`src/rtl/trg_pkg.sv`:
```
package trg_pkg;
  localparam int SRC_W = 5;

  localparam logic [SRC_W-1:0] CODE_ONESHOT = 5'd1;
  localparam logic [SRC_W-1:0] CODE_LEVEL   = 5'd2;
  localparam logic [SRC_W-1:0] CODE_SCAN    = 5'd3;
  localparam int               CODE_HW0     = 4;

  typedef enum logic [1:0] {
    ST_IDLE,
    ST_SAMP,
    ST_CONV,
    ST_WAIT
  } seq_st_e;
endpackage

```
`src/rtl/trg_src_decode.sv`:
```
module trg_src_decode
  import trg_pkg::*;
#(
  parameter int NUM_CH = 8,
  parameter int NUM_HW = 4
) (
  input  logic [NUM_CH*SRC_W-1:0] ch_src_i,
  input  logic [SRC_W-1:0]        scan_src_i,
  input  logic [NUM_CH-1:0]       scan_mask_i,
  input  logic                    shot_i,
  input  logic                    level_i,
  input  logic [NUM_HW-1:0]       hw_i,
  output logic [NUM_CH-1:0]       hit_o
);
  // Event selected by a source code; code 0, code 3 and unmapped codes never fire.
  function automatic logic event_of(input logic [SRC_W-1:0] code,
                                    input logic shot, input logic lvl,
                                    input logic [NUM_HW-1:0] hw);
    logic ev;
    ev = 1'b0;
    if (code == CODE_ONESHOT) ev = shot;
    else if (code == CODE_LEVEL) ev = lvl;
    else begin
      for (int k = 0; k < NUM_HW; k++) begin
        if (code == SRC_W'(CODE_HW0 + k)) ev = hw[k];
      end
    end
    return ev;
  endfunction

  logic scan_ev;
  assign scan_ev = event_of(scan_src_i, shot_i, level_i, hw_i);

  for (genvar g = 0; g < NUM_CH; g++) begin : g_ch
    logic [SRC_W-1:0] code;
    logic             member;
    assign code     = ch_src_i[g*SRC_W +: SRC_W];
    assign member   = scan_mask_i[g] | (code == CODE_SCAN);
    assign hit_o[g] = event_of(code, shot_i, level_i, hw_i) | (scan_ev & member);
  end
endmodule

```
`src/rtl/trg_prio_pick.sv`:
```
module trg_prio_pick #(
  parameter int N = 8,
  parameter int W = 3
) (
  input  logic [N-1:0] req_i,
  output logic         any_o,
  output logic [W-1:0] idx_o
);
  always_comb begin
    any_o = |req_i;
    idx_o = '0;
    for (int i = N - 1; i >= 0; i--) begin
      if (req_i[i]) idx_o = W'(i);
    end
  end
endmodule

```
`src/rtl/trg_seq.sv`:
```
module trg_seq
  import trg_pkg::*;
#(
  parameter int IDX_W  = 6,
  parameter int SAMP_W = 10
) (
  input  logic              clk,
  input  logic              rst,
  input  logic              req_i,
  input  logic [IDX_W-1:0]  ch_i,
  input  logic [SAMP_W-1:0] samp_time_i,
  input  logic              man_i,
  input  logic              done_i,
  output logic              take_o,
  output logic [IDX_W-1:0]  ch_o,
  output logic              sh_o,
  output logic              start_o
);
  seq_st_e           st_q;
  logic [SAMP_W-1:0] cnt_q;
  logic [IDX_W-1:0]  ch_q;
  logic              sh_q;
  logic              start_q;
  logic              samp_end;

  assign take_o   = (st_q == ST_IDLE) && req_i;
  assign samp_end = (cnt_q >= samp_time_i) && !man_i;

  always_ff @(posedge clk) begin
    if (rst) begin
      st_q    <= ST_IDLE;
      cnt_q   <= '0;
      ch_q    <= '0;
      sh_q    <= 1'b0;
      start_q <= 1'b0;
    end else begin
      start_q <= 1'b0;
      case (st_q)
        ST_IDLE: begin
          if (req_i) begin
            st_q  <= ST_SAMP;
            cnt_q <= SAMP_W'(1);
            ch_q  <= ch_i;
            sh_q  <= 1'b1;
          end
        end
        ST_SAMP: begin
          if (samp_end) begin
            st_q    <= ST_CONV;
            sh_q    <= 1'b0;
            start_q <= 1'b1;
          end else if (cnt_q != '1) begin
            cnt_q <= cnt_q + 1'b1;
          end
        end
        ST_CONV: st_q <= ST_WAIT;
        default: begin
          if (done_i) st_q <= ST_IDLE;
        end
      endcase
    end
  end

  assign ch_o    = ch_q;
  assign sh_o    = sh_q;
  assign start_o = start_q;
endmodule

```
`src/rtl/trg_arbiter.sv`:
```
module trg_arbiter
  import trg_pkg::*;
#(
  parameter int NUM_CH = 8,
  parameter int NUM_HW = 4,
  parameter int IDX_W  = 6,
  parameter int SAMP_W = 10
) (
  input  logic                    clk,
  input  logic                    rst,
  input  logic [NUM_CH*SRC_W-1:0] ch_src_i,
  input  logic [SRC_W-1:0]        scan_src_i,
  input  logic [NUM_CH-1:0]       scan_mask_i,
  input  logic [NUM_HW-1:0]       hw_trig_i,
  input  logic                    sw_shot_i,
  input  logic                    sw_level_i,
  input  logic [IDX_W-1:0]        dir_ch_i,
  input  logic                    dir_req_i,
  input  logic                    man_samp_i,
  input  logic [SAMP_W-1:0]       samp_time_i,
  input  logic [IDX_W-1:0]        ext_ch_i,
  input  logic                    ext_req_i,
  input  logic                    cnv_done_i,
  output logic [IDX_W-1:0]        cnv_ch_o,
  output logic                    cnv_start_o,
  output logic                    sh_o
);
  localparam int CH_W = (NUM_CH > 1) ? $clog2(NUM_CH) : 1;
  localparam logic [IDX_W:0] CH_LIMIT = (IDX_W + 1)'(NUM_CH);

  logic              shot_q;
  logic [NUM_CH-1:0] hit;
  logic [NUM_CH-1:0] pend_q;
  logic [NUM_CH-1:0] clr;
  logic              q_any;
  logic [CH_W-1:0]   q_idx;
  logic              dir_pend_q, ext_pend_q;
  logic [IDX_W-1:0]  dir_idx_q, ext_idx_q;
  logic              dir_ok, ext_ok;
  logic              req_any, take;
  logic              take_dir, take_ext, take_q;
  logic [IDX_W-1:0]  sel_ch;

  // One-shot trigger: set by a write, gone on the following cycle.
  always_ff @(posedge clk) begin
    if (rst) shot_q <= 1'b0;
    else     shot_q <= sw_shot_i & ~shot_q;
  end

  trg_src_decode #(.NUM_CH(NUM_CH), .NUM_HW(NUM_HW)) u_dec (
    .ch_src_i    (ch_src_i),
    .scan_src_i  (scan_src_i),
    .scan_mask_i (scan_mask_i),
    .shot_i      (shot_q),
    .level_i     (sw_level_i),
    .hw_i        (hw_trig_i),
    .hit_o       (hit)
  );

  trg_prio_pick #(.N(NUM_CH), .W(CH_W)) u_pick (
    .req_i (pend_q),
    .any_o (q_any),
    .idx_o (q_idx)
  );

  assign dir_ok   = {1'b0, dir_ch_i} < CH_LIMIT;
  assign ext_ok   = {1'b0, ext_ch_i} < CH_LIMIT;
  assign req_any  = dir_pend_q | ext_pend_q | q_any;
  assign take_dir = take & dir_pend_q;
  assign take_ext = take & ~dir_pend_q & ext_pend_q;
  assign take_q   = take & ~dir_pend_q & ~ext_pend_q;
  assign clr      = take_q ? ({{(NUM_CH-1){1'b0}}, 1'b1} << q_idx) : '0;

  always_comb begin
    if (dir_pend_q)      sel_ch = dir_idx_q;
    else if (ext_pend_q) sel_ch = ext_idx_q;
    else                 sel_ch = IDX_W'(q_idx);
  end

  // Pending queue: a new trigger wins over the clear of the grant cycle.
  always_ff @(posedge clk) begin
    if (rst) pend_q <= '0;
    else     pend_q <= (pend_q & ~clr) | hit;
  end

  always_ff @(posedge clk) begin
    if (rst) begin
      dir_pend_q <= 1'b0;
      dir_idx_q  <= '0;
      ext_pend_q <= 1'b0;
      ext_idx_q  <= '0;
    end else begin
      if (take_dir) dir_pend_q <= 1'b0;
      if (dir_req_i && dir_ok && (!dir_pend_q || take_dir)) begin
        dir_pend_q <= 1'b1;
        dir_idx_q  <= dir_ch_i;
      end
      if (take_ext) ext_pend_q <= 1'b0;
      if (ext_req_i && ext_ok && (!ext_pend_q || take_ext)) begin
        ext_pend_q <= 1'b1;
        ext_idx_q  <= ext_ch_i;
      end
    end
  end

  trg_seq #(.IDX_W(IDX_W), .SAMP_W(SAMP_W)) u_seq (
    .clk         (clk),
    .rst         (rst),
    .req_i       (req_any),
    .ch_i        (sel_ch),
    .samp_time_i (samp_time_i),
    .man_i       (man_samp_i),
    .done_i      (cnv_done_i),
    .take_o      (take),
    .ch_o        (cnv_ch_o),
    .sh_o        (sh_o),
    .start_o     (cnv_start_o)
  );
endmodule

```
`config.mk`:
```
export PLATFORM = sky130hd
export DESIGN_NAME = trg_arbiter
export DESIGN_NICKNAME = d
export VERILOG_FILES = /design/src/rtl/trg_pkg.sv /design/src/rtl/trg_src_decode.sv /design/src/rtl/trg_prio_pick.sv /design/src/rtl/trg_seq.sv /design/src/rtl/trg_arbiter.sv
export SDC_FILE = /design/constraint.sdc
export NUM_CORES = 1
export LEC_CHECK = 0
export ABC_AREA = 1
export BUFFER_PORTS_ARGS = -buffer_cell sky130_fd_sc_hd__buf_2
export CAP_MARGIN = 20
export CORE_MARGIN = 2
export CORE_UTILIZATION = 50
export CTS_CLUSTER_SIZE = 12
export DETAILED_ROUTE_END_ITERATION = 6
export GPL_TIMING_DRIVEN = 0
export PLACE_DENSITY_LB_ADDON = 0.12
export SLEW_MARGIN = 20
export SYNTH_ARGS = -nofsm -noshare
export SYNTH_HDL_FRONTEND = slang
export SYNTH_SLANG_ARGS = --single-unit
```
`constraint.sdc`:
```
create_clock -name clk -period 3.6 [get_ports clk]
set_input_delay 0.18 -clock clk [delete_from_list [all_inputs] [get_ports clk]]
set_output_delay 0.18 -clock clk [all_outputs]
set_load 0.01 [all_outputs]
```
==> metrics.md <==
| Metric | Value |
|---|---|
| Register share of total power | `35.6%` |
| Root buf cell | `clkbuf_8` |
| Comb pwr share | `41.3%` |
| Worst Setup End Kind | `flip-flop` |
| Internal | `0.994 mW` |
| Global-route wire length before repair | `13.4 mm` |
| R2r startpoint | `u_seq.cnt_q[0]` |
| Final hold vios | `0` |
| Starting Density | `51.0%` |
| Via-per-instance ratio | `5.17` |
| DP HPWL | `6.12 mm` |
| Register-to-Register Path Depth | `12` |
| Min-delay src | `sw_shot_i` |
| Clk network pwr share | `23.1%` |
| Mapped Cells | `496` |
| Clk sinks | `43` |
| Placed Cells | `666` |
| Hold-fix buffers, CTS | `0` |
| Total die area | `0.00702 mm^2` |
| FF-to-FF End | `u_seq.cnt_q[4]` |
| Worst stage delay on the critical path | `420 ps` |
| Avg Synthesized Cell Area | `6.41 um^2` |
| Max-cap violations | `0` |
| Slew headroom | `62.9%` |
| Fin nets | `697` |
| Chip height | `83.8 um` |
| Max Fclk | `0.553 GHz` |
| Distinct cell type count after synthesis | `42` |
| DR vias | `3487` |
| Clock Latency Late Sink | `300 ps` |
| Worst R2R Setup Slack | `1790 ps` |
| Global route total overflow | `0` |
| Hold EP | `shot_q` |
| Synth Register Bits | `43` |
| Fillers | `619` |
| Post-synth EDFFs | `0` |
| DRT Pass-1 Iters | `6` |
| Post-layout min period | `1810 ps` |
| Max clock buf depth | `2` |
| Post-CTS Setup Repair Bufs | `0` |
| Net Sw Frac | `39.3%` |
| Synthesized area | `0.00318 mm^2` |
| Switch Pwr | `0.643 mW` |
| Leak Pwr | `1.84 nW` |
| Post-route setup TNS | `0 ps` |
| CTS resizes | `0` |
| CP max stage cell | `dfxtp_1` |
| Largest net degree at the start of global routing | `15` |
| Post-synthesis adder-cell area fraction | `5.51%` |
| Drc violations | `0` |
| Maximum VDD drop | `275 uV` |
| Reg clk slew, reported paths | `90 ps` |
| Die W | `83.8 um` |
| Antenna-violating nets left | `0` |
| Final setup vio count | `0` |
| Initial antenna violation count | `0` |
| Multiplexer share of the synthesized area | `0%` |
| Largest family of logic cells by synthesized area | `simple AND/OR/NAND/NOR gates` |
| Ant diodes | `0` |
| Critical path cell sequence | `inv_1, ha_1, inv_1, nand2_1, nand2_1, nand2_1, nand3_1, nand3_1, nand2_4, buf_2, nand3_1, a21oi_1` |
| GP Congestion | `0.876` |
| CTS tree | `done` |
| Final WS setup | `1790 ps` |
| Slew @ Worst Pin | `552 ps` |
| Cell Pwr Density | `424 mW/mm^2` |
| Post-synthesis compound-gate area fraction | `20.1%` |
| Main synth FF type | `dfxtp_1` |
| IO Port Bufs | `93` |
| Crit Path Class | `reg2reg` |
| Layout cells sized above 1 | `22.6%` |
| Crit path arrival time | `2040 ps` |
| Tot GR Track Use | `22.6%` |
| Outcome | `complete, no violations` |
| Final period util | `50.3%` |
| Async S/R FF share, synth | `0%` |
| Vias in the first global route | `3184` |
| Worst-path maximum fanout | `10` |
| Slew Limit Fails | `0` |
| HP Class | `in2reg` |
| RSZ-0062 raised after global routing | `no` |
| Layout area overhead | `21.2%` |
| Seq/Total Area, Yosys | `27.1%` |
| Synth Area in XOR/XNOR | `1.38%` |
| CP Buf/Inv Count | `3` |
| Non-Filler Instances | `674` |
| Hold depth | `3` |
| Simple-gate area share of the yosys netlist | `35.9%` |
| Detailed Route Iter0 Violations | `133` |
| Syn_nets | `597` |
| CP Launch Type | `flip-flop` |
| Core ar. | `0.00624 mm^2` |
| CP delay by family, top | `simple AND/OR/NAND/NOR gates` |
| Yosys warnings | `0` |
| I/O pin total | `95` |
| Dpl ws | `1790 ps` |
| Number of clock buffers inserted by TritonCTS | `5` |
| H-tree Lvls | `2` |
| Num rows | `29` |
| Layout Skew | `4.86 ps` |
| Final wirelength | `7.82 mm` |
| Worst endpoint required time | `3830 ps` |
| Wirelength per Cell | `11.6 um` |
==> cells in the final DEF (no fill, tap or decap), drive strengths merged, types with 3 or more instances in the layout <==
master  instances
clkbuf         11
nand3          47
a211oi          3
dfxtp          43
ha             14
o211ai          6
nand2         114
nand4           5
a21oi          47
buf            97
xnor2           3
or2             3
nor3            6
o21ai          41
o21bai          9
a31oi           3
clkinv          4
inv            68
nor2           60
==> Yosys cell counts, types with 3 or more instances <==
cell type / number / share of area (%)
nand2_4: 3 / 1.1
a21oi_1: 46 / 7.2
inv_2: 3 / 0.35
o21bai_1: 9 / 2.1
nor2_4: 4 / 1.4
ha_1: 14 / 5.5
dfxtp_1: 43 / 27
nor3_1: 6 / 0.94
nor2_1: 52 / 6.1
or2_2: 3 / 0.59
a31oi_1: 3 / 0.59
nand4_1: 5 / 0.98
nand2_1: 106 / 13
a211oi_1: 3 / 0.71
clkbuf_1: 5 / 0.59
buf_2: 3 / 0.47
nand2_2: 4 / 0.79
xnor2_1: 3 / 0.83
inv_1: 64 / 7.6
o211ai_1: 6 / 1.4
o21ai_0: 39 / 6.1
nand3_1: 44 / 6.9
==> worst max-delay path by stage <==
| stage | end | from | cells past startpoint | slack [ps] |
|---|---|---|---|---|
| after floorplan | u_seq.cnt_q[8] | u_seq.cnt_q[0] | 12 | 2010 |
| after global placement | u_seq.cnt_q[9] | u_seq.cnt_q[4] | 11 | 1810 |
| after detailed placement | u_seq.cnt_q[8] | u_seq.cnt_q[0] | 12 | 1790 |
| after CTS | u_seq.cnt_q[8] | u_seq.cnt_q[0] | 12 | 1760 |
| after global routing | u_seq.cnt_q[6] | u_seq.cnt_q[0] | 12 | 1520 |
| final | u_seq.cnt_q[4] | u_seq.cnt_q[0] | 12 | 1790 |
==> state kept, by name, summed over array words and instances (netlist names) <==
register	cells
u_seq.sh_o	1
pend_q	8
ext_idx_q	6
u_seq.st_q	2
ext_pend_q	1
u_seq.ch_o	6
u_seq.cnt_q	10
dir_idx_q	6
shot_q	1
u_seq.start_o	1
dir_pend_q	1
==> through the flow <==
step	utilization [%]	hold slack [ps]	total power, mW	cell area, um^2
6_report	61.8	101	1.64	3860
5_1_grt	61.8	111	1.76	3860
4_1_cts	61.8	97.9	1.65	3860
3_5_place_dp	60.0	409	1.27	3740
3_3_place_gp	60.0	403	1.25	3740
2_1_floorplan	-	301	1.08	3180
==> worst register-to-register path, stage by stage, from the launching register on <==
cell and delay, ps:
dfxtp_1 420, inv_1 90, ha_1 270, inv_1 50
nand2_1 40, nand2_1 50, nand2_1 40, nand3_1 60
nand3_1 130, nand2_4 130, buf_2 220, nand3_1 100
a21oi_1 150
==> kinds of logic (layout without fill, tap and decap cells) <==
family	Yosys count	in the layout
AOI/OAI and AO/OA	114	114
xor gates and xnor gates	5	5
adders and majority gates	14	14
buffers and inverters	80	181
DFF	43	43
and+or+nand+nor	240	240
==> per-layer routing <==
metal	GRT usage (%)	up-vias	share of wire (%)
met5	0	-	0
met4	8.06	0	2.3
met3	3.66	18	5.5
met2	39.3	108	48
met1	28.2	1529	44
li1	-	1832	-
==> power by group through the flow <==
stage / clock network, mW / logic (mW) / registers (mW)
3_3_place_gp: 0 / 0.660 / 0.591
4_1_cts: 0.387 / 0.678 / 0.582
5_1_grt: 0.404 / 0.767 / 0.590
2_1_floorplan: 0 / 0.473 / 0.602
6_report: 0.378 / 0.676 / 0.582
3_5_place_dp: 0 / 0.675 / 0.593
==> layout make-up <==
class | count | area, um^2 | share of cell area, %
Inverter | 70 | 265 | 6.88
Tap cell | 77 | 96.3 | 2.50
Sequential cell | 43 | 861 | 22.3
Multi-Input combinational cell | 373 | 2000 | 51.9
Clock inverter | 3 | 43.8 | 1.14
Clock buffer | 5 | 68.8 | 1.78
Timing Repair Buffer | 93 | 465 | 12.1
Buffer | 10 | 55.1 | 1.43
(Power assumes the default switching activity.)
